### src/rtl/sdlp_pkg.sv
package sdlp_pkg;

    typedef enum logic [1:0] {
        CMD_NOP      = 2'd0,
        CMD_PD_ENTER = 2'd1,
        CMD_PD_EXIT  = 2'd2,
        CMD_EMRS     = 2'd3
    } sdlp_cmd_e;

    localparam logic [1:0] IDLE_NOW   = 2'b00;
    localparam logic [1:0] IDLE_SHORT = 2'b01;
    localparam logic [1:0] IDLE_LONG  = 2'b10;
    localparam logic [1:0] IDLE_NEVER = 2'b11;

endpackage

### src/rtl/sdlp_cfg_regs.sv
module sdlp_cfg_regs #(
    parameter int TCR_W = 2,
    parameter int DS_W  = 2,
    localparam int CFG_W = 4 + DS_W + TCR_W,
    localparam int EMR_W = TCR_W + DS_W + 1
) (
    input  logic             clk,
    input  logic             rst_n,
    input  logic             wr_en,
    input  logic [CFG_W-1:0] wr_data,
    input  logic             init_done,
    input  logic             upd_taken,
    output logic [1:0]       idle_code,
    output logic             upd_sel,
    output logic [EMR_W-1:0] emr_arg,
    output logic             upd_pending
);
    localparam int DS_LO  = 4;
    localparam int TCR_LO = 4 + DS_W;

    typedef struct packed {
        logic [TCR_W-1:0] tcr;
        logic [DS_W-1:0]  ds;
        logic             exit_slow;
        logic             upd_sel;
        logic [1:0]       idle_code;
        logic             pend;
    } cfg_t;

    cfg_t q, d;
    logic [EMR_W-1:0] new_arg;
    logic             changed;

    always_comb begin
        d       = q;
        new_arg = {wr_data[TCR_LO +: TCR_W], wr_data[DS_LO +: DS_W], wr_data[2]};
        changed = wr_en && (new_arg != {q.tcr, q.ds, q.exit_slow});
        if (wr_en) begin
            d.idle_code = wr_data[1:0];
            d.exit_slow = wr_data[2];
            d.upd_sel   = wr_data[3];
            d.ds        = wr_data[DS_LO +: DS_W];
            d.tcr       = wr_data[TCR_LO +: TCR_W];
        end
        d.pend = (q.pend && !upd_taken) || (changed && init_done);
    end

    always_ff @(posedge clk or negedge rst_n) begin
        if (!rst_n) begin
            q           <= '0;
            q.exit_slow <= 1'b1;
        end else begin
            q <= d;
        end
    end

    assign idle_code   = q.idle_code;
    assign upd_sel     = q.upd_sel;
    assign emr_arg     = {q.tcr, q.ds, q.exit_slow};
    assign upd_pending = q.pend;

    AST_PREINIT_QUIET: assert property (@(posedge clk) disable iff (!rst_n)
        (!init_done && !upd_pending) |=> !upd_pending);
    AST_TAKEN_CLEARS: assert property (@(posedge clk) disable iff (!rst_n)
        (upd_taken && !wr_en) |=> !upd_pending);
endmodule

### src/rtl/sdlp_idle_timer.sv
module sdlp_idle_timer
    import sdlp_pkg::*;
#(
    parameter int SHORT_IDLE = 64,
    parameter int LONG_IDLE  = 128,
    localparam int CNT_W = $clog2(LONG_IDLE + 1)
) (
    input  logic       clk,
    input  logic       rst_n,
    input  logic       clear,
    input  logic       hold,
    input  logic [1:0] code,
    output logic       expired
);
    typedef struct packed {
        logic [CNT_W-1:0] cnt;
    } tmr_t;

    tmr_t q, d;
    logic [CNT_W-1:0] limit;

    always_comb begin
        case (code)
            IDLE_SHORT: limit = CNT_W'(SHORT_IDLE);
            IDLE_LONG:  limit = CNT_W'(LONG_IDLE);
            default:    limit = '0;
        endcase
        expired = !clear && (code != IDLE_NEVER) && (q.cnt >= limit);
        d = q;
        if (clear) begin
            d.cnt = '0;
        end else if (!hold && q.cnt < CNT_W'(LONG_IDLE)) begin
            d.cnt = q.cnt + CNT_W'(1);
        end
    end

    always_ff @(posedge clk or negedge rst_n) begin
        if (!rst_n) q <= '0;
        else        q <= d;
    end

    AST_CNT_BOUND: assert property (@(posedge clk) disable iff (!rst_n)
        q.cnt <= CNT_W'(LONG_IDLE));
    AST_RESTART: assert property (@(posedge clk) disable iff (!rst_n)
        clear |=> !expired || code == IDLE_NOW);
endmodule

### src/rtl/sdlp_cmd_ctrl.sv
module sdlp_cmd_ctrl
    import sdlp_pkg::*;
#(
    parameter int EMR_W = 5
) (
    input  logic             clk,
    input  logic             rst_n,
    input  logic             xfer_req,
    input  logic             sr_req,
    input  logic             refresh_req,
    input  logic             pending_access,
    input  logic             upd_pending,
    input  logic             upd_sel,
    input  logic             expired,
    input  logic [EMR_W-1:0] emr_arg,
    input  logic             cmd_accept,
    output logic             cmd_valid,
    output sdlp_cmd_e        cmd_code,
    output logic [EMR_W-1:0] cmd_arg,
    output logic             pd_active,
    output logic             upd_taken,
    output logic             upd_fire,
    output logic             xfer_gnt,
    output logic             sr_go
);
    typedef struct packed {
        logic             valid;
        sdlp_cmd_e        code;
        logic [EMR_W-1:0] arg;
        logic             pd;
    } ctl_t;

    ctl_t q, d;

    always_comb begin
        upd_fire  = upd_pending && (upd_sel ? (refresh_req && pending_access) : sr_req);
        upd_taken = 1'b0;
        d = q;
        if (q.valid) begin
            if (cmd_accept) begin
                d.valid = 1'b0;
                if (q.code == CMD_PD_ENTER) d.pd = 1'b1;
                if (q.code == CMD_PD_EXIT)  d.pd = 1'b0;
            end
        end else if (q.pd) begin
            if (xfer_req || sr_req || upd_fire) begin
                d.valid = 1'b1;
                d.code  = CMD_PD_EXIT;
            end
        end else if (upd_fire) begin
            d.valid   = 1'b1;
            d.code    = CMD_EMRS;
            d.arg     = emr_arg;
            upd_taken = 1'b1;
        end else if (expired) begin
            d.valid = 1'b1;
            d.code  = CMD_PD_ENTER;
        end
    end

    always_ff @(posedge clk or negedge rst_n) begin
        if (!rst_n) begin
            q      <= '0;
            q.code <= CMD_NOP;
        end else begin
            q <= d;
        end
    end

    assign cmd_valid = q.valid;
    assign cmd_code  = q.valid ? q.code : CMD_NOP;
    assign cmd_arg   = q.arg;
    assign pd_active = q.pd;
    assign xfer_gnt  = xfer_req && !q.pd && !q.valid && !upd_fire;
    assign sr_go     = sr_req && !q.pd && !q.valid && !(upd_pending && !upd_sel);

    AST_CMD_HOLD: assert property (@(posedge clk) disable iff (!rst_n)
        (cmd_valid && !cmd_accept) |=> cmd_valid && $stable(cmd_code) && $stable(cmd_arg));
    AST_WAKE_ON_REQ: assert property (@(posedge clk) disable iff (!rst_n)
        (pd_active && xfer_req && !cmd_valid) |=> cmd_valid && cmd_code == CMD_PD_EXIT);
    AST_EMRS_AWAKE: assert property (@(posedge clk) disable iff (!rst_n)
        (cmd_valid && cmd_code == CMD_EMRS) |-> !pd_active);
    AST_NO_ENTRY_UNDER_UPD: assert property (@(posedge clk) disable iff (!rst_n)
        (!cmd_valid && upd_fire) |=> !(cmd_valid && cmd_code == CMD_PD_ENTER));
    AST_FIRE_ISSUES: assert property (@(posedge clk) disable iff (!rst_n)
        (!cmd_valid && !pd_active && upd_fire) |=> cmd_valid && cmd_code == CMD_EMRS);
endmodule

### src/rtl/sdram_lp_sequencer.sv
module sdram_lp_sequencer
    import sdlp_pkg::*;
#(
    parameter int TCR_W      = 2,
    parameter int DS_W       = 2,
    parameter int SHORT_IDLE = 64,
    parameter int LONG_IDLE  = 128,
    localparam int CFG_W = 4 + DS_W + TCR_W,
    localparam int EMR_W = TCR_W + DS_W + 1
) (
    input  logic             clk,
    input  logic             rst_n,
    input  logic             cfg_we,
    input  logic [CFG_W-1:0] cfg_wdata,
    input  logic             init_done,
    input  logic             xfer_req,
    input  logic             xfer_busy,
    input  logic             refresh_req,
    input  logic             pending_access,
    input  logic             sr_req,
    input  logic             cmd_accept,
    output logic             xfer_gnt,
    output logic             sr_go,
    output logic             pd_active,
    output logic             cmd_valid,
    output logic [1:0]       cmd_code,
    output logic [EMR_W-1:0] cmd_arg
);
    logic [1:0]       idle_code;
    logic             upd_sel;
    logic [EMR_W-1:0] emr_arg;
    logic             upd_pending;
    logic             upd_taken;
    logic             upd_fire;
    logic             expired;
    logic             tmr_clear;
    sdlp_cmd_e        code_e;

    sdlp_cfg_regs #(.TCR_W(TCR_W), .DS_W(DS_W)) u_cfg (
        .clk         (clk),
        .rst_n       (rst_n),
        .wr_en       (cfg_we),
        .wr_data     (cfg_wdata),
        .init_done   (init_done),
        .upd_taken   (upd_taken),
        .idle_code   (idle_code),
        .upd_sel     (upd_sel),
        .emr_arg     (emr_arg),
        .upd_pending (upd_pending)
    );

    assign tmr_clear = xfer_req || xfer_busy || sr_req || pd_active;

    sdlp_idle_timer #(.SHORT_IDLE(SHORT_IDLE), .LONG_IDLE(LONG_IDLE)) u_tmr (
        .clk     (clk),
        .rst_n   (rst_n),
        .clear   (tmr_clear),
        .hold    (cmd_valid),
        .code    (idle_code),
        .expired (expired)
    );

    sdlp_cmd_ctrl #(.EMR_W(EMR_W)) u_ctl (
        .clk            (clk),
        .rst_n          (rst_n),
        .xfer_req       (xfer_req),
        .sr_req         (sr_req),
        .refresh_req    (refresh_req),
        .pending_access (pending_access),
        .upd_pending    (upd_pending),
        .upd_sel        (upd_sel),
        .expired        (expired),
        .emr_arg        (emr_arg),
        .cmd_accept     (cmd_accept),
        .cmd_valid      (cmd_valid),
        .cmd_code       (code_e),
        .cmd_arg        (cmd_arg),
        .pd_active      (pd_active),
        .upd_taken      (upd_taken),
        .upd_fire       (upd_fire),
        .xfer_gnt       (xfer_gnt),
        .sr_go          (sr_go)
    );

    assign cmd_code = code_e;

    AST_RESERVED_NO_ENTRY: assert property (@(posedge clk) disable iff (!rst_n)
        (idle_code == IDLE_NEVER && !cmd_valid) |=> !(cmd_valid && cmd_code == CMD_PD_ENTER));
    AST_ONE_CMD: assert property (@(posedge clk) disable iff (!rst_n)
        (cmd_valid && cmd_accept) |=> !cmd_valid);
endmodule

### config.mk
export PLATFORM = sky130hd
export DESIGN_NAME = sdram_lp_sequencer
export DESIGN_NICKNAME = d
export VERILOG_FILES = /design/src/rtl/sdlp_pkg.sv /design/src/rtl/sdlp_cfg_regs.sv /design/src/rtl/sdlp_idle_timer.sv /design/src/rtl/sdlp_cmd_ctrl.sv /design/src/rtl/sdram_lp_sequencer.sv
export SDC_FILE = /design/constraint.sdc
export NUM_CORES = 1
export LEC_CHECK = 0
export BUFFER_PORTS_ARGS = -buffer_cell sky130_fd_sc_hd__buf_2
export CORE_MARGIN = 2
export CORE_UTILIZATION = 45
export DETAILED_ROUTE_END_ITERATION = 10
export PLACE_DENSITY_LB_ADDON = 0.25
export SLEW_MARGIN = 20
export SYNTH_ARGS = -nofsm -noshare
export SYNTH_HDL_FRONTEND = slang
export SYNTH_SLANG_ARGS = --single-unit
### constraint.sdc
create_clock -name clk -period 1.5 [get_ports clk]
set_clock_uncertainty 0.05 [all_clocks]
set_input_delay 0.15 -clock clk [delete_from_list [all_inputs] [get_ports clk]]
set_output_delay 0.15 -clock clk [all_outputs]
set_load 0.005 [all_outputs]
; ---- Word level (Yosys, flattened, before mapping)
; Cells that the tools add are included.
[word_totals]
reg_bits = 26
in_bits = 18
wordCells = 73
[op_classes]
addsub = 1
order_cmp = 2
eq_ne = 7
muxes = 16
bitwise_logic = 2
n_reduce_logical = 34
[ops]
columns = operator, n
row1 = 8-bit two-way mux, 2
row2 = 8-bit case mux with 2 select lines, 1
row3 = 1-bit logical AND, 15
row4 = 3-bit two-way mux, 4
row5 = 3-bit AND reduction, 3
row6 = 8-bit by 1-bit adder with 8-bit output (second input constant), 1
row7 = 8-bit >= comparator, 1
row8 = 8-bit less-than comparator (second input constant), 1
row9 = 1-bit two-way mux, 8
row10 = 1-bit zero test, 7
row11 = 1-bit logical OR, 6
row12 = 5-bit inequality test, 1
row13 = 2-bit by 1-bit == test with 1-bit output (second input constant), 2
row14 = 2-bit == test (second input constant), 2
row15 = 2-bit inequality test (second input constant), 2
row16 = 2-bit nonzero test, 2
row17 = 3-bit nonzero test, 1
row18 = 2-bit two-way mux, 1
row19 = 1-bit NOT, 2

; ---- Logic depth before layout (Yosys ltp)
[logic_depth]
ltp_word = 10
mapped_depth = 6
ltp_nobuf = 6

; ---- Hierarchy
; A second synthesis with hierarchy kept.
[hier_totals]
cells_unflattened = 132
hier_area_um2 = 1418.9
[modules_own_cells]
columns = module, n_inst, cells_each, area_per_inst_um2, seq_area_each_um2
row1 = sdlp_cmd_ctrl, 1, 49, 515.5, 225.2
row2 = sdlp_idle_timer, 1, 54, 489.2, 200.2
row3 = sdlp_cfg_regs, 1, 28, 406.6, 226.5
row4 = sdram_lp_sequencer, 1, 1, 7.5, 0.0

; ---- Least setup slack after synthesis
; Ideal clock, no wire load.
[synth_timing]
path_kind = register to register
from = register u_cfg.q, in the netlist u_cfg.idle_code[0]
to = register u_ctl.q[7] (netlist bit)
setup_ps = 120
arrival_ps = 1385
required_time_ps = 1330
slack_ps = -55
path_stages_with_launch = 6
path_buffers = 0
period_less_slack_ps = 1555
cell_sequence = dfrtp_1 nand2b_1 ha_1 a21oi_1 a221o_1 a31o_1
[synth_via]
elab_chain_len = 6
word_cells_on_any_way = 9
[synth_lines]
columns = item, line_no
row1 = "start, declared", sdlp_cfg_regs.sv:30  ; cfg_t q, d;
row2 = 2-bit == test or 2-bit by 1-bit == test with 1-bit output (tied branches), sdlp_idle_timer.sv:23  ; case (code)
row3 = 8-bit case mux with 2 select lines, sdlp_idle_timer.sv:23
row4 = 8-bit >= comparator, sdlp_idle_timer.sv:28  ; expired = !clear && (code != IDLE_NEVER) && (q.cnt >= limit);
row5 = 1-bit logical AND (*), sdlp_idle_timer.sv:28
row6 = 3-bit nonzero test (no source line) (*), n/a
row7 = 3-bit AND reduction (no source line) (*), n/a
row8 = "end, declared", sdlp_cmd_ctrl.sv:33  ; ctl_t q, d;
; Every way passes the cells marked *; elsewhere a longest branch is shown, timed or not.
; A chain may end at the register's enable or synchronous reset.

; ---- Worst setup path after layout
; Same ends and word-level chain as after synthesis.

==> Implementation_results.wiki <==
{| class="wikitable"
! Metric !! Value
|-
| Post-detailed-route via-to-cell ratio || 5.22
|-
| Clock sinks || 26
|-
| Synth Instances || 123
|-
| Least setup slack across all paths after layout || -0.100 ns
|-
| Number of max-slew violations in the final report || 0
|-
| Headroom to the max-slew limit || 0.616
|-
| Arrival @ worst endpoint || 1.78 ns
|-
| Overall routed net length || 2720 um
|-
| Post-synthesis instance area || 1370 um2
|-
| Static leakage power || 0.856 nW
|-
| Worst r2r path cells || 5
|-
| DP Cell Count || 188
|-
| Yosys top cell by area || sky130_fd_sc_hd__dfrtp_1
|-
| Reg-to-reg slack, setup || -0.10 ns
|-
| Status || finished, violations left
|-
| Post-route DRC || 0
|-
| Critical path launch point type || flop
|-
| Core Rows || 19
|-
| Yosys warnings || 0
|-
| CTS tree || yes
|-
| Finished layout cell area || 1820 um2
|-
| Distinct cells, synth || 35
|-
| Final hold violation count || 0
|-
| Share of the synthesized area in the top cell type || 0.458
|-
| Worst EP required || 1.68 ns
|-
| Drt pass-1 iters || 4
|-
| Flip-flop and latch count after synthesis || 26
|-
| Global-route wire length before repair || 4420 um
|-
| Die Outline Area || 3490 um2
|-
| Bufs on Longest Clock Path || 2
|-
| Final setup fails || 9
|-
| Overall via count from detail_route || 1055
|-
| Overflow left after global routing || 0
|-
| Number of synthesized flops with an enable pin || 0
|-
| Maximum number of pins on one net before global-route repair || 27
|-
| Number of max-cap violations || 0
|-
| Most frequent cell after synthesis || sky130_fd_sc_hd__dfrtp_1
|-
| Share of post-route cells with drive strength above 1 || 0.462
|-
| Pin slew with the least headroom to its limit || 0.576 ns
|-
| Type of the worst min-delay path || input port to flop
|-
| 1st-iter DRT viols || 17
|-
| H-tree lvl count || 1
|-
| IR Drop Worst-Case VDD || 0.690 mV
|-
| Core Footprint || 2830 um2
|-
| Placed cell areas || 1600 um2
|-
| Average detailed-routed wire length per instance || 13.5 um
|-
| Inserted Clock Buffers || 3
|-
| Vias in the first global route || 1024
|-
| IO buf count || 28
|-
| Initial core utilization || 0.483
|-
| Remaining number of nets flagged by the antenna check after routing || 0
|-
| Mapped Nets || 146
|-
| Antenna diode count || 0
|-
| Critical register-to-register path startpoint || u_cfg.idle_code[0]
|-
| Gpl congestion || 0.867
|-
| Number of antenna violations at the first check in global routing || 0
|-
| Top fanout value on the critical path || 4
|-
| Most used flip-flop cell after synthesis || sky130_fd_sc_hd__dfrtp_1
|-
| Synthesis-to-layout area growth || 33.4%
|-
| Horiz. Die Dim || 59.1 um
|-
| Highest attainable clock frequency || 625 MHz
|-
| Clock latency on the worst-skew pair || 0.32 ns
|-
| Classification of the worst setup path || flop to flop
|-
| Clock period minus final worst setup slack || 1.60 ns
|-
| Async S/R FF share, synth || 1.00
|-
| Critical path startpoint || u_cfg.idle_code[0]
|-
| Power per cell area || 1330 nW/um2
|-
| Violations in the final reports || negative setup slack
|-
| Worst hold start || cfg_wdata[0]
|-
| Hold endpoint || u_cfg.idle_code[0]
|-
| Final net count || 195
|-
| Reg2reg end || u_ctl.q[7]
|-
| Post-synthesis sequential area ratio || 0.477
|-
| Ranking of synthesized cells by instance count || sky130_fd_sc_hd__dfrtp_1, sky130_fd_sc_hd__mux2_2, sky130_fd_sc_hd__nor2_1, sky130_fd_sc_hd__o21ai_0
|-
| Hold-critical path depth || 2
|-
| Post-DP HPWL || 1940 um
|-
| I/O pin cnt || 29
|-
| Clock Tree Root || sky130_fd_sc_hd__clkbuf_4
|-
| Syn Area/Cell || 11.1 um2
|-
| All-Layer GR Usage || 0.172
|-
| Worst setup EP type || flop
|-
| CTS clock-pin slew for the worst setup and hold paths || 0.15 ns
|-
| Unrepaired setup endpoints after global routing || true
|-
| Fin cells || 202
|-
| Leading cell types by total area after synthesis || sky130_fd_sc_hd__dfrtp_1, sky130_fd_sc_hd__mux2_2, sky130_fd_sc_hd__ha_1, sky130_fd_sc_hd__xnor2_1, sky130_fd_sc_hd__xor2_1
|-
| DIE HEIGHT || 59.1 um
|-
| Post-route fraction of the period consumed by the critical path || 1.07
|}
## worst max-delay path by stage
| stage | endpoint | slack, ns | cells after the start |
|---|---|---|---|
| finish | u_ctl.q[7] | -0.10 | 5 |
| global route | u_ctl.q[7] | -0.18 | 5 |
| CTS | u_ctl.q[7] | -0.09 | 5 |
| detailed placement | u_ctl.q[7] | -0.14 | 5 |
| global placement | u_ctl.q[7] | -0.07 | 5 |
| floorplan | u_ctl.q[7] | -0.04 | 5 |
## critical path, cell delays in order (launching register included)
cell and delay [ns]:
sky130_fd_sc_hd__dfrtp_1 0.44, sky130_fd_sc_hd__nand2b_4 0.16, sky130_fd_sc_hd__ha_4 0.26, sky130_fd_sc_hd__a21oi_1 0.05, sky130_fd_sc_hd__a221o_1 0.36, sky130_fd_sc_hd__a31o_1 0.18
## logic make-up (layout without fill, tap and decap cells)
group | after synthesis | count (layout) | share of synthesized area
fa+ha+maj | 5 | 5 | 0.0458
flops | 26 | 26 | 0.477
xor+xnor | 11 | 11 | 0.0705
buf+inv | 13 | 61 | 0.0504
compound gates | 19 | 19 | 0.0925
simple gates | 36 | 36 | 0.157
mux | 13 | 13 | 0.107
## cell type report
cell class | count | area [um2]
clock inverters | 1 | 30.0
clock buffers | 3 | 22.5
flip-flops and latches | 26 | 652
well taps | 31 | 38.8
inverters | 6 | 22.5
multi-input cells | 84 | 716
repair buffers | 51 | 342
fillers | 227 | 1010
## state kept, by name (all words and copies together) (netlist names)
name and cells:
u_ctl.cmd_valid 1, u_ctl.cmd_arg 5, u_cfg.emr_arg 5, u_cfg.upd_sel 1, u_tmr.q 8, u_cfg.idle_code 2
u_ctl.q 2, u_cfg.upd_pending 1, u_ctl.pd_active 1
## placed cells by master (no fill, tap or decap), drive strengths merged, types with 6 or more instances in the layout
cell and instances:
o21ai 7, mux2 13, nor2 12, inv 6
buf 48, nand2 6, xnor2 6, dfrtp 25
## metrics by stage
step | util | setup TNS (ns) | total power [mW] | setup slack (ns) | hold WS, ns
global route | 0.644 | -1.17 | 2.59 | -0.184 | 0.00658
CTS | 0.631 | -0.421 | 2.39 | -0.0851 | 0.00276
floorplan | - | -0.0384 | 1.51 | -0.0384 | -0.196
finish | 0.644 | -0.392 | 2.43 | -0.100 | 0.0115
global placement | 0.564 | -0.116 | 1.71 | -0.0719 | 0.126
detailed placement | 0.564 | -0.366 | 1.73 | -0.143 | 0.135
## where the power goes
group	leakage, nW	internal, mW	switching [mW]	total [mW]
clock	0.0279	0.270	0.216	0.486
combinational	0.507	0.570	0.410	0.979
sequential	0.321	0.850	0.117	0.966
## per-layer routing
metal	vias up	GRT usage	wire length [um]
li1	523	-	-
met4	0	0.0682	43
met1	500	0.228	1290
met5	-	0	0
met3	4	0.0197	103
met2	28	0.286	1280
## what timing repair did
item | in CTS | in global routing
hold buffers | 3 | 0
pin swaps | 4 | 1
gates resized for setup | 14 | 4
setup endpoints to repair | 5 | 10
buffers inserted | 5 | 2
gates cloned | 0 | 0
endpoints found under the hold margin | 27 | 0
(Power assumes the default switching activity.)
